## config.mk

```make
export PLATFORM = sky130hd
export DESIGN_NAME = pending_read_store
export DESIGN_NICKNAME = d
export VERILOG_FILES = /design/src/rtl/prs_pkg.sv /design/src/rtl/prs_slot.sv /design/src/rtl/prs_match.sv /design/src/rtl/prs_pick.sv /design/src/rtl/pending_read_store.sv
export SDC_FILE = /design/constraint.sdc
export NUM_CORES = 1
export LEC_CHECK = 0
export BUFFER_PORTS_ARGS = -buffer_cell sky130_fd_sc_hd__buf_2
export CORE_MARGIN = 2
export CORE_UTILIZATION = 46
export DETAILED_ROUTE_END_ITERATION = 6
export PLACE_DENSITY = 0.64
export SYNTH_ARGS = -nofsm -noshare
export SYNTH_HDL_FRONTEND = slang
export SYNTH_SLANG_ARGS = --single-unit
export TNS_END_PERCENT = 100
```

## constraint.sdc

```tcl
create_clock -name clk -period 3.1 [get_ports clk]
set_clock_uncertainty 0.05 [all_clocks]
set_input_delay 0.155 -clock clk [delete_from_list [all_inputs] [get_ports clk]]
set_output_delay 0.155 -clock clk [all_outputs]
set_load 0.05 [all_outputs]
```

## src/rtl/prs_pkg.sv

```systemverilog
package prs_pkg;

  localparam int MAXW = 64;

  function automatic logic [MAXW-1:0] lowest_set(input logic [MAXW-1:0] mask);
    return mask & (~mask + 64'd1);
  endfunction

  function automatic int onehot_index(input logic [MAXW-1:0] oh);
    int idx;
    idx = 0;
    for (int i = 0; i < MAXW; i++) begin
      if (oh[i]) idx = i;
    end
    return idx;
  endfunction

endpackage

```

## src/rtl/prs_slot.sv

```systemverilog
module prs_slot #(
  parameter int ADDR_W  = 10,
  parameter int ROUTE_W = 16
) (
  input  logic               clk,
  input  logic               rst_n,
  input  logic               load,
  input  logic               drop,
  input  logic [ADDR_W-1:0]  addr_in,
  input  logic [ROUTE_W-1:0] route_in,
  output logic               valid,
  output logic [ADDR_W-1:0]  addr,
  output logic [ROUTE_W-1:0] route
);

  always_ff @(posedge clk or negedge rst_n) begin
    if (!rst_n) begin
      valid <= 1'b0;
      addr  <= '0;
      route <= '0;
    end else begin
      if (load) begin
        valid <= 1'b1;
        addr  <= addr_in;
        route <= route_in;
      end else if (drop) begin
        valid <= 1'b0;
      end
    end
  end

endmodule

```

## src/rtl/prs_match.sv

```systemverilog
module prs_match #(
  parameter int N      = 4,
  parameter int ADDR_W = 10
) (
  input  logic                      en,
  input  logic [ADDR_W-1:0]         key,
  input  logic [N-1:0]              valid,
  input  logic [N-1:0][ADDR_W-1:0]  addrs,
  output logic [N-1:0]              hit
);

  for (genvar g = 0; g < N; g++) begin : g_cmp
    assign hit[g] = en && valid[g] && (addrs[g] == key);
  end

endmodule

```

## src/rtl/prs_pick.sv

```systemverilog
module prs_pick #(
  parameter int N     = 4,
  parameter int IDX_W = 2
) (
  input  logic [N-1:0]     free_mask,
  output logic [N-1:0]     grant,
  output logic             any_free,
  output logic [IDX_W-1:0] index
);
  import prs_pkg::*;

  localparam int PAD = MAXW - N;

  logic [MAXW-1:0] wide_oh;

  assign wide_oh  = lowest_set({{PAD{1'b0}}, free_mask});
  assign grant    = wide_oh[N-1:0];
  assign any_free = |free_mask;
  assign index    = IDX_W'(onehot_index(wide_oh));

endmodule

```

## src/rtl/pending_read_store.sv

```systemverilog
module pending_read_store #(
  parameter int NUM_SLOTS = 4,
  parameter int ADDR_W    = 10,
  parameter int ROUTE_W   = 16,
  localparam int IDX_W    = (NUM_SLOTS > 1) ? $clog2(NUM_SLOTS) : 1
) (
  input  logic               clk,
  input  logic               rst_n,
  input  logic               alloc_req,
  input  logic [ADDR_W-1:0]  alloc_addr,
  input  logic [ROUTE_W-1:0] alloc_route,
  output logic               alloc_ok,
  output logic [IDX_W-1:0]   alloc_slot,
  output logic               dup_err,
  output logic               full,
  input  logic               look_req,
  input  logic [ADDR_W-1:0]  look_addr,
  output logic               look_hit,
  output logic [ROUTE_W-1:0] look_route,
  input  logic               cancel_req,
  input  logic [ADDR_W-1:0]  cancel_addr
);

  logic [NUM_SLOTS-1:0]              valid_q;
  logic [NUM_SLOTS-1:0][ADDR_W-1:0]  addr_q;
  logic [NUM_SLOTS-1:0][ROUTE_W-1:0] route_q;

  // Named internal events, used by the checker
  logic [NUM_SLOTS-1:0] look_vec;
  logic [NUM_SLOTS-1:0] cancel_vec;
  logic [NUM_SLOTS-1:0] release_vec;
  logic [NUM_SLOTS-1:0] kept_vec;
  logic [NUM_SLOTS-1:0] dup_vec;
  logic [NUM_SLOTS-1:0] free_mask;
  logic [NUM_SLOTS-1:0] grant;
  logic [NUM_SLOTS-1:0] load_vec;
  logic                 any_free;

  prs_match #(.N(NUM_SLOTS), .ADDR_W(ADDR_W)) u_look_cmp (
    .en(look_req), .key(look_addr), .valid(valid_q), .addrs(addr_q), .hit(look_vec)
  );

  prs_match #(.N(NUM_SLOTS), .ADDR_W(ADDR_W)) u_cancel_cmp (
    .en(cancel_req), .key(cancel_addr), .valid(valid_q), .addrs(addr_q), .hit(cancel_vec)
  );

  // Releases this cycle come first; what is left decides duplicates and grants
  assign release_vec = look_vec | cancel_vec;
  assign kept_vec    = valid_q & ~release_vec;
  assign free_mask   = ~kept_vec;

  prs_match #(.N(NUM_SLOTS), .ADDR_W(ADDR_W)) u_dup_cmp (
    .en(alloc_req), .key(alloc_addr), .valid(kept_vec), .addrs(addr_q), .hit(dup_vec)
  );

  prs_pick #(.N(NUM_SLOTS), .IDX_W(IDX_W)) u_pick (
    .free_mask(free_mask), .grant(grant), .any_free(any_free), .index(alloc_slot)
  );

  assign dup_err  = |dup_vec;
  assign alloc_ok = alloc_req && any_free && !dup_err;
  assign load_vec = alloc_ok ? grant : '0;
  assign full     = &valid_q;
  assign look_hit = |look_vec;

  always_comb begin
    look_route = '0;
    for (int i = 0; i < NUM_SLOTS; i++) begin
      if (look_vec[i]) look_route = look_route | route_q[i];
    end
  end

  for (genvar g = 0; g < NUM_SLOTS; g++) begin : g_slot
    prs_slot #(.ADDR_W(ADDR_W), .ROUTE_W(ROUTE_W)) u_slot (
      .clk(clk), .rst_n(rst_n),
      .load(load_vec[g]), .drop(release_vec[g]),
      .addr_in(alloc_addr), .route_in(alloc_route),
      .valid(valid_q[g]), .addr(addr_q[g]), .route(route_q[g])
    );
  end

endmodule

```

[Word level (Yosys, flattened, before mapping)]
Index checks and enable logic that the tools add are counted.
Word-level totals
  bits in registers: 108
  input port bits: 51
  output and inout port bits: 22
  word-level logic and storage cells: 145
Cells by class
  $add $sub $neg: 1
  equality and inequality tests: 12
  muxes and demuxes: 76
  bitwise logic cells: 9
  reductions and logical operators: 35
Operators by type and width (count)
  $mux 2: 62
  $eq 10x10->1: 12
  $add 64x1->64 const B: 1
  $and 4x64->64: 1
  $mux 16: 4
  $not 4->64: 1
  $or 16x16->16: 3
  $logic_and 1x1->1: 26
  $reduce_or 4->1: 3
  $mux 1: 9
  $not 4->4: 2
  $reduce_bool 2->1: 4
  $and 4x4->4: 1
  $mux 4: 1
  $or 4x4->4: 1
  $reduce_and 4->1: 1
  $logic_not 1->1: 1

[Depth between registers and ports, before layout]
Gate-level depths: netlist of the first run.
  depth in word-level cells: 72
  gate-level depth with buffers: 11
  gate-level depth less buffers: 7

[Modules after synthesis]
A second synthesis of the first run with hierarchy kept.
Second synthesis, totals
  cells, all modules: 530
  area total of the unflattened synthesis: 6438.7 µm²
By module, submodules not included
  prs_slot: instances 4, cells an instance 58, area each 1102.3 µm², sequential area each 675.6 µm²
  prs_match: instances 3, cells an instance 67, area each 488.0 µm², sequential area each 0.0 µm²
  pending_read_store: instances 1, cells an instance 86, area each 504.2 µm², sequential area each 0.0 µm²
  prs_pick: instances 1, cells an instance 11, area each 61.3 µm², sequential area each 0.0 µm²

[Worst setup path before layout of the first run]
OpenSTA, ideal clock, no wires.
  path type: flip-flop to output port
  start: register g_slot[0].u_slot.addr[4]
  end: output port alloc_ok
  arrival: 2.683 ns
  data required time: 2.895 ns
  setup slack: 0.212 ns
  cell stages (with the launch flop): 9
  path buffers: 1
  path through: dfrtp_1 xor2_1 or4_4 nor3_4 nand4b_1 and4_1 buf_4 nand2_1 a21oi_1
Between the ends
  word-level cells in the longest chain between the ends: 10
  elaborated cells between the ends (all ways): 16
  those cells by class: eq/ne (3); bitwise (4); reduce/logical (9)
Ends and longest elaborated chain
  start, declared: RTL line prs_slot.sv:12  | output logic [ADDR_W-1:0] addr,
  start signal, assigned: RTL line prs_slot.sv:24  | addr <= addr_in;
  $eq 10x10->1: RTL line prs_match.sv:13  | assign hit[g] = en && valid[g] && (addrs[g] == key);
  $logic_and 1x1->1: RTL line prs_match.sv:13
  $or 4x4->4: RTL line pending_read_store.sv:48  | assign release_vec = look_vec | cancel_vec;
  $not 4->4: RTL line pending_read_store.sv:49  | assign kept_vec = valid_q & ~release_vec;
  $and 4x4->4: RTL line pending_read_store.sv:49
  $logic_and 1x1->1 (2 in a row): RTL line prs_match.sv:13
  $reduce_or 4->1: RTL line pending_read_store.sv:60  | assign dup_err = |dup_vec;
  $logic_not 1->1: RTL line pending_read_store.sv:61  | assign alloc_ok = alloc_req && any_free && !dup_err;
  $logic_and 1x1->1 *: RTL line pending_read_store.sv:61
  end, declared: RTL line pending_read_store.sv:12  | output logic alloc_ok,
Every way passes the cells marked *; elsewhere a longest branch is shown, timed or not.

[Final worst setup path of the first run]
Ends and elaborated chain as after synthesis.

==> results.sh, run 1 <==
export IMPL_status="complete, no violations"
export IMPL_hpwl_um=11100
export IMPL_drive_above_1_share_pct=34.8
export IMPL_fillers=1095
export IMPL_p_int_mw=3.86
export IMPL_synth_top_cell_by_area="dfrtp_1"
export IMPL_viasPerCell=5.46
export IMPL_place_area_um2=6660
export IMPL_io_pins=73
export IMPL_power_leakage_nw=3.11
export IMPL_drc_errors=0
export IMPL_combPwrFrac_pct=34.4
export IMPL_critPathArrivalTime_ps=2750
export IMPL_synth_edf_count=0
export IMPL_crit_fanout=6
export IMPL_grt_pass1_vias=4407
export IMPL_pwr_share_clk_pct=21.0
export IMPL_wl_per_cell_um=20.2
export IMPL_slew_viol_final=0
export IMPL_insertion_delay_ps=350
export IMPL_synth_top_cell_area_share_pct=44.5
export IMPL_num_rows=41
export IMPL_worst_pin_slew_ps=645
export IMPL_wl_met3_um=639
export IMPL_final_cells=735
export IMPL_grt_pass1_wl_um=24200
export IMPL_max_slew_margin_pct=57.0
export IMPL_synth_area_um2=6070
export IMPL_dp_cells=718
export IMPL_ant_nets=0
export IMPL_die_area_um2=14100
export IMPL_post_route_min_period_ps=2960
export IMPL_ys_ff_latch=108
export IMPL_diodes=0
export IMPL_grt_antenna_before_repair=0
export IMPL_muxShareOfSynthArea_pct=21.6
export IMPL_drt_wl_total_um=14800
export IMPL_cp_required_ps=2890
export IMPL_syn_inst=493
export IMPL_areaGrowthSynthToFinish_pct=15.3
export IMPL_num_vias=4015
export IMPL_synth_avg_cell_area_um2=12.3
export IMPL_hold_path_class="primary input to flip-flop"
export IMPL_crit_path_end_kind="output port"
export IMPL_ff_latch_area_um2=2700
export IMPL_setup_viol=0
export IMPL_cts_buffer_depth=2
export IMPL_dr_pass1_iters=4
export IMPL_synthSimpleGateAreaFrac_pct=9.34
export IMPL_io_buffers=72
export IMPL_fin_crit_sh_pct=95.5
export IMPL_ys_top_cells_by_area="dfrtp_1, xnor2_1, mux2_4"
export IMPL_fmax_mhz=338
export IMPL_final_setup_tns_ps=0
export IMPL_met1Wirelength_um=6860
export IMPL_cts_clk_slew_worst_paths_ps=70
export IMPL_p_sw_mw=1.92
export IMPL_topRoutingLayerUsed="met4"
export IMPL_htree_levels=3
export IMPL_synthDistinctLibCells=32
export IMPL_yosys_warnings=0
export IMPL_dominantRegCellSynth="dfrtp_1"
export IMPL_mostFrequentLayoutCells="dfrtp_1, xnor2_1, buf_2"
export IMPL_grt_max_degree=63
export IMPL_cts_root_buf="clkbuf_16"
export IMPL_drv_cap=0
export IMPL_initial_core_util_pct=47.5
export IMPL_layout_nets=609
export IMPL_pwr_share_seq_pct=44.6
export IMPL_post_route_util_pct=54.8
export IMPL_seq_area_frac_synth_pct=44.5
export IMPL_cts_tree="done"
export IMPL_powerDensity_nw_per_um2=827
export IMPL_min_path_cells=2
export IMPL_grt_total_usage_pct=22.2
export IMPL_ir_drop_v=0.000360
export IMPL_synth_top_family_by_area="multiplexers"
export IMPL_synthAdderAreaFrac_pct=0
export IMPL_dr_first_iter_drc_count=222
export IMPL_synth_xor_area_share_pct=17.3
export IMPL_hold_violations=0
export IMPL_syn_nets=544
export IMPL_clock_sinks=108
export IMPL_gp_congestion=0.899
export IMPL_p_total_mw=5.79
export IMPL_synth_async_reset_ratio_pct=100
export IMPL_wl_met2_um=6950
export IMPL_r2r_cells=9
export IMPL_layout_commonest_cell="dfrtp_1"
export IMPL_cp_start_kind="flip-flop"
export IMPL_worst_setup_path_type="flip-flop to output port"
export IMPL_die_h_um=119
export IMPL_rsz0062_at_grt="no"
export IMPL_synth_compound_area_share_pct=4.04
export IMPL_core_area_um2=12800
export IMPL_dieWidth_um=119
export IMPL_sw_frac_of_total_pct=33.2
export IMPL_multi_input_comb_area_um2=3200
export IMPL_grt_overflow_total=0
export IMPL_design_area_um2=7000
export IMPL_cts_made_buffers=9
-- synth_stat cells, types with 5 or more instances --
cell	instances
nand4_1	19
mux2_1	20
mux2_4	38
a22oi_1	32
nor2_1	5
nand2_1	25
xor2_1	21
nor4_1	6
nand3_1	9
dfrtp_1	108
buf_6	6
clkbuf_1	25
xnor2_1	99
mux2_2	46
-- critical path, stage by stage, from the launching register on --
cell	delay, ps
dfrtp_1	440
xor2_1	170
or4_4	550
nor3_4	190
nand4b_1	130
and4_2	350
nand2_1	100
a21oi_1	190
clkbuf_4	270
-- kinds of logic (layout without fill, tap and decap cells) --
group,after synthesis,count (layout)
AOI/OAI and AO/OA,33,33
buffers and inverters,36,106
and+or+nand+nor,92,92
DFF,108,108
muxes,104,104
xor gates and xnor gates,120,120
-- power groups by stage --
stage / Sequential (mW) / Combinational [mW] / Clock [mW]
after floorplan: 2.44 / 1.63 / 0
after global placement: 2.57 / 1.96 / 0
after detailed placement: 2.59 / 2.01 / 0
after CTS: 2.58 / 2.01 / 1.24
after global routing: 2.68 / 2.15 / 1.30
final: 2.58 / 1.99 / 1.22
-- metal layers --
layer	vias to the layer above	GRT usage, %
li1	1864	-
met1	2033	30.5
met2	95	35.1
met3	23	3.78
met4	0	8.71
met5	-	0
-- worst paths after layout --
path                                           start                    endpoint  slack (ps)
setup / recovery            g_slot[0].u_slot.addr[4]                    alloc_ok         140
setup reg to reg            g_slot[0].u_slot.addr[4]   g_slot[0].u_slot.route[1]         260
max in group asynchronous                      rst_n  g_slot[3].u_slot.route[12]        1940
hold reg to reg            g_slot[0].u_slot.route[9]   g_slot[0].u_slot.route[9]         440
hold / removal                        alloc_route[7]   g_slot[0].u_slot.route[7]          20
min in group asynchronous                      rst_n    g_slot[1].u_slot.addr[9]         310
-- flip-flops by register name, indices dropped and copies added, names as in the netlist --
name and count:
g_slot.u_slot.route 64, g_slot.u_slot.addr 40, g_slot.u_slot.valid 4
-- final cells by class --
| type | instances | area share (%) |
|---|---|---|
| repair buffers | 89 | 8.03 |
| multi-input cells | 349 | 45.7 |
| inverters | 1 | 0.0536 |
| clock buffers | 10 | 3.41 |
| clock inverters | 6 | 1.14 |
| flip-flops and latches | 108 | 38.6 |
| well taps | 172 | 3.08 |
-- per-stage QoR --
| step | setup WS (ps) | hold slack, ps |
|---|---|---|
| floorplan | 212 | -191 |
| finish | 140 | 17.8 |
| detailed placement | 205 | 165 |
| global placement | 264 | 162 |
| global route | 30.2 | 16.7 |
| CTS | 55.3 | 9.67 |
-- timing repair --
item                                    4_1_cts  5_1_grt
endpoints found under the setup margin        0        1
endpoints found under the hold margin        46        0
gates resized for setup                       0        3
hold buffers                                  1        0
buffers inserted                              0        0
Note: power is estimated with default switching activity, not from simulation.
==> run 2: changes to the inputs <==
SYNTH_HIERARCHICAL = 1   (was unset)
==> run 2 against run 1 <==
Compared with the run above:
- the run now ends with setup timing left
- area after synthesis is 6.1% higher
- count of clock-buffer cells in the layout is 1 lower
- clock power is 4% higher
- largest cell class unchanged
- largest power group is now combinational logic
- highest routed layer unchanged
==> results.sh, run 2 <==
export IMPL_status="finished with violations"
export IMPL_violations="setup timing"
export IMPL_drv_cap=0
export IMPL_seq_area_frac_synth_pct=42.0
export IMPL_insertion_delay_ps=360
export IMPL_setup_worst_path_start="g_slot[3].u_slot/addr[0]"
export IMPL_layout_nets=669
export IMPL_synthDistinctLibCells=29
export IMPL_initial_core_util_pct=46.7
export IMPL_num_vias=4300
export IMPL_yosys_top_cells_count="xnor2_1, dfrtp_1, mux2_4, nand2_1, a22oi_1"
export IMPL_synth_avg_cell_area_um2=12.1
export IMPL_power_leakage_nw=3.46
export IMPL_synth_edf_count=0
export IMPL_drive_above_1_share_pct=44.4
export IMPL_dr_pass1_iters=4
export IMPL_synth_top_cell_by_area="dfrtp_1"
export IMPL_mostFrequentLayoutCells="xnor2_1, mux2_4, dfrtp_1"
export IMPL_design_area_um2=7870
export IMPL_areaGrowthSynthToFinish_pct=22.2
export IMPL_io_pins=73
export IMPL_core_area_um2=13800
export IMPL_hpwl_um=11300
export IMPL_dominantRegCellSynth="dfrtp_1"
export IMPL_place_area_um2=6990
export IMPL_grt_antenna_before_repair=0
export IMPL_synth_top_cell_area_share_pct=42.0
export IMPL_fmax_mhz=307
export IMPL_io_buffers=72
export IMPL_drt_wl_total_um=16800
export IMPL_critPathArrivalTime_ps=3450
export IMPL_reg2reg_from="g_slot[3].u_slot/addr[0]"
export IMPL_htree_levels=3
export IMPL_yosys_warnings=6
export IMPL_synth_async_reset_ratio_pct=100
export IMPL_crit_fanout=8
export IMPL_slew_viol_final=0
export IMPL_ys_top_cells_by_area="dfrtp_1, mux2_4, xnor2_1"
export IMPL_p_total_mw=7.19
export IMPL_cp_required_ps=3300
export IMPL_grt_pass1_wl_um=25500
export IMPL_layout_setup_ws_ps=-153
export IMPL_cts_made_buffers=9
export IMPL_ant_nets=0
export IMPL_largest_reg_flops=64
export IMPL_cp_start_kind="flip-flop"
export IMPL_dp_worst_setup_slack_ps=-51.5
export IMPL_grt_overflow_total=0
export IMPL_gp_congestion=0.904
export IMPL_post_route_min_period_ps=3250
export IMPL_grt_max_degree=58
export IMPL_clock_sinks=108
export IMPL_max_flop_register="g_slot.u_slot/route"
export IMPL_viasPerCell=5.36
export IMPL_ys_ff_latch=108
export IMPL_die_h_um=122
export IMPL_cts_tree="done"
export IMPL_powerDensity_nw_per_um2=914
export IMPL_syn_inst=530
export IMPL_rsz0062_at_grt="yes"
export IMPL_num_rows=43
export IMPL_hp_start="alloc_route[7]"
export IMPL_ir_drop_v=0.000565
export IMPL_diodes=0
export IMPL_dieWidth_um=122
export IMPL_crit_path_end_kind="flip-flop"
export IMPL_max_slew_margin_pct=50.0
export IMPL_hold_violations=0
export IMPL_layout_commonest_cell="xnor2_1"
export IMPL_yosys_cell_count_top_type="xnor2_1"
export IMPL_syn_nets=581
export IMPL_cts_clk_slew_worst_paths_ps=80
export IMPL_hold_path_class="primary input to flip-flop"
export IMPL_drc_errors=0
export IMPL_worst_setup_path_type="flip-flop to flip-flop"
export IMPL_reg_top3="g_slot.u_slot/route (64), g_slot.u_slot/addr (40), g_slot.u_slot/valid (4)"
export IMPL_setup_viol=82
export IMPL_grt_total_usage_pct=22.7
export IMPL_worst_pin_slew_ps=750
export IMPL_whs_ps=32.7
export IMPL_rrSetupSlack_ps=-150
export IMPL_dr_first_iter_drc_count=288
export IMPL_fillers=1153
export IMPL_synth_area_um2=6440
export IMPL_grt_pass1_vias=4482
export IMPL_fin_crit_sh_pct=105
export IMPL_cts_root_buf="clkbuf_16"
export IMPL_die_area_um2=15000
export IMPL_wl_per_cell_um=21.0
export IMPL_cts_buffer_depth=2
[run 2: repair_timing]
| action | 4_1_cts | 5_1_grt |
|---|---|---|
| gates resized for setup | 31 | 48 |
| setup endpoints to repair | 53 | 107 |
| hold buffers | 1 | 0 |
| hold endpoints to repair | 51 | 0 |
| pin swaps | 1 | 10 |
| setup buffers | 7 | 14 |
| gates cloned | 1 | 4 |
[run 2: area by class of cell]
cell class,instances,area [um2],share of cell area (%)
tap,180,225,2.86
clock buffer,9,225,2.86
multi-input combinational,370,3610,45.9
inverter,9,33.8,0.429
timing repair buffer,120,960,12.2
sequential,108,2710,34.5
clock inverter,6,97.6,1.24
[run 2: final timing paths]
path / to / cells after the start
max in group asynchronous: g_slot[3].u_slot/route[0] / 3
hold reg to reg: g_slot[3].u_slot/route[15] / 1
setup reg to reg: g_slot[0].u_slot/route[11] / 14
setup / recovery: g_slot[0].u_slot/route[11] / 14
min in group asynchronous: g_slot[3].u_slot/addr[4] / 2
hold / removal: g_slot[2].u_slot/route[7] / 2
[run 2: through the flow]
step           std cells  utilization (%)  TNS (ps)
2_1_floorplan        530                -     -1430
3_3_place_gp         764             50.8         0
3_5_place_dp         764             50.8      -508
4_1_cts              786             54.4     -4300
5_1_grt              802             57.1    -15970
6_report             802             57.1     -7410
[run 2: critical path: stages, from the launching register on]
cell,delay (ps)
dfrtp_1,390
xor2_1,150
or4_4,550
nor3_4,240
nor2_4,70
and2_4,140
nand2_2,50
or4_4,110
nor3_2,30
or4_4,490
buf_6,150
nor2_4,100
buf_12,130
clkbuf_16,170
mux2_4,310
[run 2: layer usage]
layer	global-route usage (%)	wire length, um	up-vias
li1	-	-	1984
met1	31.0	7440	2183
met2	36.4	8140	112
met3	4.65	939	21
met4	7.47	303	0
met5	0	0	-
[run 2: report_power, final]
group	internal [mW]	switching [mW]	leakage, nW
logic	1.90	1.19	2.02
clock network	0.716	0.550	0.158
registers	2.12	0.725	1.28
total	4.73	2.46	3.46
[run 2: cells by family (layout without fill, tap and decap cells)]
family / Yosys count / count (layout) / synth area share, %
xor+xnor: 120 / 120 / 16.3
simple gates: 109 / 109 / 9.04
flops: 108 / 108 / 42.0
buf+inv: 52 / 144 / 5.77
compound gates: 37 / 37 / 4.28
mux: 104 / 104 / 22.6
